**src/rtl/p7dec_pkg.sv**
```systemverilog
package p7dec_pkg;

    // Framer lock state
    typedef enum logic {
        ST_HUNT = 1'b0,
        ST_LOCK = 1'b1
    } frm_state_e;

    // Bytes in one packet for a given channel count (channels travel in pairs)
    function automatic int unsigned pkt_bytes(input int unsigned num_ch);
        return 2 + 3 * (num_ch / 2);
    endfunction

endpackage

```
**src/rtl/p7_framer.sv**
```systemverilog
module p7_framer
    import p7dec_pkg::*;
#(
    parameter int unsigned PKT_LEN = 11,
    parameter int unsigned POS_W   = $clog2(PKT_LEN)
) (
    input  logic             clk,
    input  logic             rst_n,
    input  logic             in_valid,
    input  logic             in_marker,
    output logic             take,
    output logic [POS_W-1:0] pos,
    output logic             done,
    output logic             sync_err
);

    localparam logic [POS_W-1:0] LAST_POS = POS_W'(PKT_LEN - 1);

    typedef struct packed {
        frm_state_e       state;
        logic [POS_W-1:0] pos;
    } frm_t;

    frm_t frm_d, frm_q;

    always_comb begin
        frm_d    = frm_q;
        take     = 1'b0;
        done     = 1'b0;
        sync_err = 1'b0;
        if (in_valid) begin
            case (frm_q.state)
                ST_HUNT: begin
                    if (in_marker) begin
                        frm_d.state = ST_LOCK;
                        frm_d.pos   = '0;
                    end
                end
                default: begin
                    if (in_marker) begin
                        if (frm_q.pos == LAST_POS) begin
                            done = 1'b1;
                        end else begin
                            sync_err = 1'b1;
                        end
                        frm_d.pos = '0;
                    end else if (frm_q.pos == LAST_POS) begin
                        sync_err    = 1'b1;
                        frm_d.state = ST_HUNT;
                        frm_d.pos   = '0;
                    end else begin
                        take      = 1'b1;
                        frm_d.pos = frm_q.pos + 1'b1;
                    end
                end
            endcase
        end
    end

    always_ff @(posedge clk) begin
        if (!rst_n) begin
            frm_q <= '{state: ST_HUNT, pos: '0};
        end else begin
            frm_q <= frm_d;
        end
    end

    assign pos = frm_q.pos;


    pos_range_chk: assert property (@(posedge clk) disable iff (!rst_n)
        frm_q.pos <= LAST_POS);


    hunt_silent_chk: assert property (@(posedge clk) disable iff (!rst_n)
        (frm_q.state == ST_HUNT) |-> (!done && !take && !sync_err));


    err_restart_chk: assert property (@(posedge clk) disable iff (!rst_n)
        sync_err |=> (frm_q.pos == '0));


    lost_end_chk: assert property (@(posedge clk) disable iff (!rst_n)
        (frm_q.state == ST_LOCK && in_valid && !in_marker && frm_q.pos == LAST_POS)
        |=> (frm_q.state == ST_HUNT));

endmodule

```
**src/rtl/p7_assembler.sv**
```systemverilog
module p7_assembler #(
    parameter int unsigned NUM_CH  = 6,
    parameter int unsigned SMP_W   = 10,
    parameter int unsigned LO_W    = 7,
    parameter int unsigned CNT_W   = 6,
    parameter int unsigned PKT_LEN = 11,
    parameter int unsigned POS_W   = $clog2(PKT_LEN)
) (
    input  logic                    clk,
    input  logic                    rst_n,
    input  logic                    take,
    input  logic [POS_W-1:0]        pos,
    input  logic [6:0]              payload,
    output logic [NUM_CH*SMP_W-1:0] samples,
    output logic [CNT_W-1:0]        counter,
    output logic [7:0]              aux,
    output logic                    fmt_err
);

    localparam int unsigned HELD  = PKT_LEN - 1;
    localparam int unsigned PAIRS = NUM_CH / 2;
    localparam int unsigned HI_W  = SMP_W - LO_W;

    typedef struct packed {
        logic [HELD-1:0][6:0] b;
    } hold_t;

    hold_t hold_d, hold_q;
    logic [PKT_LEN-1:0][6:0] view;
    logic [PAIRS-1:0]        rsv_bits;

    always_comb begin
        hold_d = hold_q;
        for (int k = 0; k < HELD; k++) begin
            if (take && pos == POS_W'(k)) begin
                hold_d.b[k] = payload;
            end
        end
    end

    always_ff @(posedge clk) begin
        if (!rst_n) begin
            hold_q <= '0;
        end else begin
            hold_q <= hold_d;
        end
    end

    // Complete packet view: stored bytes plus the terminal byte now arriving
    always_comb begin
        view[HELD-1:0] = hold_q.b;
        view[HELD]     = payload;
    end

    assign counter = view[0][6:1];
    assign aux     = {view[0][0], view[1]};

    for (genvar j = 0; j < PAIRS; j++) begin : g_pair
        localparam int unsigned LO_A = 2 + 3 * j;
        localparam int unsigned LO_B = 3 + 3 * j;
        localparam int unsigned SHR  = 4 + 3 * j;
        assign samples[(2*j)*SMP_W +: SMP_W] =
            {view[SHR][6 -: HI_W], view[LO_A][LO_W-1:0]};
        assign samples[(2*j+1)*SMP_W +: SMP_W] =
            {view[SHR][HI_W-1:0], view[LO_B][LO_W-1:0]};
        assign rsv_bits[j] = view[SHR][3];
    end

    assign fmt_err = |rsv_bits;


    store_chk: assert property (@(posedge clk) disable iff (!rst_n)
        take |=> (hold_q.b[$past(pos)] == $past(payload)));

endmodule

```
**src/rtl/p7_seq_check.sv**
```systemverilog
module p7_seq_check #(
    parameter int unsigned CNT_W = 6
) (
    input  logic             clk,
    input  logic             rst_n,
    input  logic             done,
    input  logic [CNT_W-1:0] cnt,
    output logic             gap
);

    typedef struct packed {
        logic             seen;
        logic [CNT_W-1:0] prev;
    } seq_t;

    seq_t seq_d, seq_q;

    always_comb begin
        seq_d = seq_q;
        gap   = 1'b0;
        if (done) begin
            gap        = seq_q.seen && (cnt != seq_q.prev + 1'b1);
            seq_d.seen = 1'b1;
            seq_d.prev = cnt;
        end
    end

    always_ff @(posedge clk) begin
        if (!rst_n) begin
            seq_q <= '0;
        end else begin
            seq_q <= seq_d;
        end
    end


    first_no_gap_chk: assert property (@(posedge clk) disable iff (!rst_n)
        !seq_q.seen |-> !gap);

endmodule

```
**src/rtl/p7_stream_decoder.sv**
```systemverilog
module p7_stream_decoder
    import p7dec_pkg::*;
#(
    parameter int unsigned NUM_CH = 6,
    parameter int unsigned SMP_W  = 10,
    parameter int unsigned LO_W   = 7,
    parameter int unsigned CNT_W  = 6
) (
    input  logic                    clk,
    input  logic                    rst_n,
    input  logic                    in_valid,
    input  logic [7:0]              in_byte,
    output logic                    out_valid,
    output logic [NUM_CH*SMP_W-1:0] samples,
    output logic [CNT_W-1:0]        counter,
    output logic [7:0]              aux,
    output logic                    format_error,
    output logic                    counter_gap,
    output logic                    sync_error
);

    localparam int unsigned PKT_LEN = pkt_bytes(NUM_CH);
    localparam int unsigned POS_W   = $clog2(PKT_LEN);
    localparam int unsigned OUT_W   = NUM_CH * SMP_W;

    typedef struct packed {
        logic             valid;
        logic [OUT_W-1:0] smp;
        logic [CNT_W-1:0] cnt;
        logic [7:0]       aux;
        logic             fmt;
        logic             gap;
        logic             serr;
    } out_t;

    logic             take, done, serr;
    logic [POS_W-1:0] pos;
    logic [OUT_W-1:0] asm_smp;
    logic [CNT_W-1:0] asm_cnt;
    logic [7:0]       asm_aux;
    logic             asm_fmt, gap;

    out_t out_d, out_q;

    p7_framer #(
        .PKT_LEN (PKT_LEN),
        .POS_W   (POS_W)
    ) u_framer (
        .clk       (clk),
        .rst_n     (rst_n),
        .in_valid  (in_valid),
        .in_marker (in_byte[7]),
        .take      (take),
        .pos       (pos),
        .done      (done),
        .sync_err  (serr)
    );

    p7_assembler #(
        .NUM_CH  (NUM_CH),
        .SMP_W   (SMP_W),
        .LO_W    (LO_W),
        .CNT_W   (CNT_W),
        .PKT_LEN (PKT_LEN),
        .POS_W   (POS_W)
    ) u_assembler (
        .clk     (clk),
        .rst_n   (rst_n),
        .take    (take),
        .pos     (pos),
        .payload (in_byte[6:0]),
        .samples (asm_smp),
        .counter (asm_cnt),
        .aux     (asm_aux),
        .fmt_err (asm_fmt)
    );

    p7_seq_check #(
        .CNT_W (CNT_W)
    ) u_seq (
        .clk   (clk),
        .rst_n (rst_n),
        .done  (done),
        .cnt   (asm_cnt),
        .gap   (gap)
    );

    always_comb begin
        out_d       = out_q;
        out_d.valid = done;
        out_d.serr  = serr;
        out_d.fmt   = 1'b0;
        out_d.gap   = 1'b0;
        if (done) begin
            out_d.smp = asm_smp;
            out_d.cnt = asm_cnt;
            out_d.aux = asm_aux;
            out_d.fmt = asm_fmt;
            out_d.gap = gap;
        end
    end

    always_ff @(posedge clk) begin
        if (!rst_n) begin
            out_q <= '0;
        end else begin
            out_q <= out_d;
        end
    end

    assign out_valid    = out_q.valid;
    assign samples      = out_q.smp;
    assign counter      = out_q.cnt;
    assign aux          = out_q.aux;
    assign format_error = out_q.fmt;
    assign counter_gap  = out_q.gap;
    assign sync_error   = out_q.serr;


    valid_pulse_chk: assert property (@(posedge clk) disable iff (!rst_n)
        out_valid |=> !out_valid);


    pulse_excl_chk: assert property (@(posedge clk) disable iff (!rst_n)
        $onehot0({out_valid, sync_error}));


    idle_hold_chk: assert property (@(posedge clk) disable iff (!rst_n)
        !in_valid |=> (!out_valid && !sync_error && $stable(samples) && $stable(aux)));


    fmt_with_valid_chk: assert property (@(posedge clk) disable iff (!rst_n)
        format_error |-> out_valid);


    gap_with_valid_chk: assert property (@(posedge clk) disable iff (!rst_n)
        counter_gap |-> out_valid);

endmodule

```
**config.mk**
```make
export PLATFORM = sky130hd
export DESIGN_NAME = p7_stream_decoder
export DESIGN_NICKNAME = d
export VERILOG_FILES = /design/src/rtl/p7dec_pkg.sv /design/src/rtl/p7_framer.sv /design/src/rtl/p7_assembler.sv /design/src/rtl/p7_seq_check.sv /design/src/rtl/p7_stream_decoder.sv
export SDC_FILE = /design/constraint.sdc
export NUM_CORES = 1
export LEC_CHECK = 0
export CAP_MARGIN = 25
export CORE_MARGIN = 4
export CORE_UTILIZATION = 60
export CTS_CLUSTER_SIZE = 8
export DETAILED_ROUTE_END_ITERATION = 16
export DONT_BUFFER_PORTS = 1
export PLACE_DENSITY = 0.76
export SYNTH_ARGS = -nofsm -noshare
export SYNTH_HDL_FRONTEND = slang
export SYNTH_SLANG_ARGS = --single-unit
```
**constraint.sdc**
```tcl
create_clock -name clk -period 3.1 [get_ports clk]
set_clock_uncertainty 0.2 [all_clocks]
set_input_delay 0.93 -clock clk [delete_from_list [all_inputs] [get_ports clk]]
set_output_delay 0.93 -clock clk [all_outputs]
set_load 0.05 [all_outputs]
```
==> impl_summary.txt <==
----------------------------------------------------
[Pwr]
  Sequential power share ... 0.504
  Internal ... 3.09 mW
  Clock power frac ... 0.482
  Maximum VDD drop ... 308 µV
  Portion of total power attributed to combinational logic ... 0.014
  Net switching power ... 0.857 mW
  Switching share of power ... 0.217
  Power density over cell area ... between 600 and 700 nW/µm²
  P_leak ... 2.45 nW

[Worst setup path]
  Worst R2R Setup Slack ... a little under 0.4 ns
  Required time reported for the critical path endpoint ... 3.30 ns
  Worst-path maximum fanout ... 11
  Stage delay of the slowest cell on the critical path ... roughly 0.75 ns
  Sort of element at the start of the critical path ... register
  Type of destination of the critical path ... register
  Kind of critical path ... reg2reg
  CP Data Arrival Time ... 2.91 ns
  Origin of the worst setup path ... u_framer.pos[2]$_SDFFE_PN0P_
  Destination of the critical timing path ... u_assembler.counter[3]$_SDFFE_PN0P_
  FF-to-FF Start ... u_framer.pos[2]$_SDFFE_PN0P_
  Terminus of the critical flop-to-flop path ... u_assembler.counter[3]$_SDFFE_PN0P_
  Cell-by-cell trace of the critical path ... nand4bb_1, ha_1, nand3_4, or4b_1, mux2i_1, nor2_1
  Worst-case reg-to-reg path depth ... 6
  Library cell contributing the largest single delay on the critical path ... sky130_fd_sc_hd__or4b_1

[STA]
  Clock period minus worst slack ... around 2.7 ns
  Slew at the pin closest to its max-slew limit ... 0.679 ns
  Unrepaired setup endpoints after global routing ... no
  Total count of max-transition violations in the final report ... 0
  Count of endpoints failing hold in the final timing report ... 0
  Setup-failing EPs final ... 0
  Slew margin rel. ... 0.546
  Post-Route Setup TNS ... 0 ns
  Timing-limited maximum frequency ... roughly 370 MHz
  Share of the cycle needed by the critical path after routing ... 0.875

[GRT]
  Maximum number of pins on one net before global-route repair ... 69
  Antenna violations before repair ... 0
  Vias in the first global route ... 4140
  Global-route wire length before repair ... 20300 µm
  Grt total ovfl ... 0
  Overall global routing resource usage ... 0.226

[Clocking]
  Clock slew at reported path FFs ... 0.07 ns
  Clk Tree Root Cell ... sky130_fd_sc_hd__clkbuf_8
  TritonCTS Buffers ... 17
  Clock H-tree levels ... 4
  TritonCTS clock tree ... built
  Buffers inserted by post-CTS timing repair ... 0
  Hold buffers post-CTS ... 0
  Quantity of gates resized following cts ... 0
  Skew-Pair Late Insertion Delay ... around 0.52 ns
  Sink Count ... 154
  Clock Path Buffers ... 2

[Detailed routing]
  Number of DRC violations after detailed routing ... 0
  Average routed wire per standard cell ... 15.9 µm
  Routed vias ... 4120
  Initial DRC count ... 187
  Average via count per standard cell ... 5.43
  Number of nets with antenna violations after detailed routing ... 0
  Final wirelength ... 12000 µm
  Pre-Repair DR Iteration Count ... 4

[Final layout]
  Layout Nets ... 632
  Area delta synth->final ... 9.78%
  Most common cell after layout, fill and taps aside ... sky130_fd_sc_hd__nand2_1
  Number of filler cells placed in the layout ... 742
  Commonest cells after routing, fill and taps aside ... sky130_fd_sc_hd__nand2_1, sky130_fd_sc_hd__dfxtp_1, sky130_fd_sc_hd__a21oi_1, sky130_fd_sc_hd__nor2_1, sky130_fd_sc_hd__mux2i_1
  Number of antenna diodes ... 0
  Utilization after layout ... 0.682
  Layout cells sized above 1 ... 0.0794

[Floorplan]
  DIE WIDTH ... 106 µm
  Vert. Die Dim ... 106 µm
  Floorplan Core Area ... 9280 µm²
  Initial Utilization ... 0.622
  Placement row count ... 35
  Die Area ... 11300 µm²
  Ports placed on the boundary ... 89

[Synthesis]
  Post-synth net total ... 659
  Share of flip-flops with an asynchronous set or reset after synthesis ... 0
  Total of warnings raised by yosys ... 0
  Post-synth EDFFs ... 0
  Mapped Avg Cell Area ... 8.96 µm²
  Number of distinct standard cells referenced by the synthesized netlist ... 35
  Syn Std Cell Area ... 5770 µm²
  Share of the yosys chip area belonging to registers ... 0.534
  Synth Flop Type ... sky130_fd_sc_hd__dfxtp_1
  Number of synthesized register bits ... 154
  Number of cells produced by synthesis ... 644

[Run status]
  Status ... finished, final reports clean

[Place]
  Count of input and output buffers ... 0
  Gp weighted congestion ... approximately 0.84
  Detailed-placement wirelength estimate ... 7770 µm

[Run]
  Maximum capacitance violations ... 0

[Worst hold path]
  Hold WC Path Type ... reg2reg

----------------------------------------------------
[power groups by stage]
stage | Combinational (mW) | Sequential [mW] | Clock, mW
3_5_place_dp | 0.0543 | 2.03 | 0
4_1_cts | 0.0548 | 1.99 | 1.93
6_report | 0.0548 | 1.99 | 1.90
2_1_floorplan | 0.0601 | 2.03 | 0
3_3_place_gp | 0.0530 | 2.03 | 0
5_1_grt | 0.0609 | 1.99 | 2.02
[through the flow]
stage          hold slack, ns  std cells  worst slack [ns]  cell area, µm²  power [mW]
5_1_grt                 0.272        759             0.223            6340        4.07
3_5_place_dp            0.236        727             0.276            5790        2.09
6_report                0.249        759             0.386            6340        3.95
3_3_place_gp            0.239        727             0.373            5790        2.08
2_1_floorplan           0.222        644             0.531            5770        2.09
4_1_cts                 0.247        759             0.405            6340        3.97
[logic make-up after synthesis]
kind of cell | synth area share
AO/OA/AOI/OAI | 0.0783
multiplexers | 0.121
flip-flops | 0.534
XOR/XNOR | 0.0137
buffers and inverters | 0.0453
adder cells (fa/ha/maj) | 0.00867
AND/OR/NAND/NOR | 0.199
[critical path, delay by kind of cell (launching register included)]
family        cells  cell delay (ns)
simple gates      4             1.30
flops             1             0.58
mux               1             0.29
fa+ha+maj         1             0.24
[metal layers]
metal / GRT usage / share of wire / up-vias / wire, µm
met1: 0.284 / 0.45 / 1934 / 5370
li1: - / - / 2053 / -
met4: 0.0796 / 0.018 / 0 / 213
met2: 0.355 / 0.46 / 111 / 5490
met5: 0 / 0 / - / 0
met3: 0.0874 / 0.080 / 22 / 969
[worst min-delay path by stage]
stage,from,end,cells after the start
2_1_floorplan,u_seq.seq_q[6]$_SDFFE_PN0P_,u_seq.seq_q[6]$_SDFFE_PN0P_,2
3_3_place_gp,u_seq.seq_q[6]$_SDFFE_PN0P_,u_seq.seq_q[6]$_SDFFE_PN0P_,2
3_5_place_dp,u_seq.seq_q[6]$_SDFFE_PN0P_,u_seq.seq_q[6]$_SDFFE_PN0P_,2
4_1_cts,u_seq.seq_q[6]$_SDFFE_PN0P_,u_seq.seq_q[6]$_SDFFE_PN0P_,2
5_1_grt,u_seq.seq_q[6]$_SDFFE_PN0P_,u_seq.seq_q[6]$_SDFFE_PN0P_,2
6_report,u_assembler.samples[1]$_SDFFE_PN0P_,samples[1]$_SDFFE_PN0P_,2
[cell type report]
type | count | area, µm² | share of cell area
Clock inverter | 13 | 116 | 0.0184
Clock buffer | 19 | 432 | 0.0681
Tap cell | 129 | 161 | 0.0255
Multi-Input combinational cell | 431 | 2430 | 0.384
Timing Repair Buffer | 9 | 92.6 | 0.0146
Sequential cell | 154 | 3080 | 0.487
Inverter | 4 | 17.5 | 0.00276
[cells in the mapped netlist, types with 5 or more instances]
cell,count,area [µm²]
sky130_fd_sc_hd__nand2_1,157,589
sky130_fd_sc_hd__dfxtp_1,154,3080
sky130_fd_sc_hd__a21oi_1,77,385
sky130_fd_sc_hd__nor2_1,74,278
sky130_fd_sc_hd__mux2i_1,70,701
sky130_fd_sc_hd__clkbuf_1,37,139
sky130_fd_sc_hd__buf_2,8,40.0
sky130_fd_sc_hd__buf_4,8,60.1
sky130_fd_sc_hd__nand3_1,5,25.0
sky130_fd_sc_hd__xnor2_1,5,43.8
[flip-flops by register name, summed over array words and instances, names as in the netlist]
signal / cells
aux: 8
counter_gap: 1
format_error: 1
out_valid: 1
samples: 60
sync_error: 1
u_assembler.aux: 8
u_assembler.counter: 6
u_assembler.hold_q: 2
u_assembler.samples: 54
u_framer.frm_q: 1
u_framer.pos: 4
u_seq.seq_q: 7
Note: power is estimated with default switching activity, not from simulation.
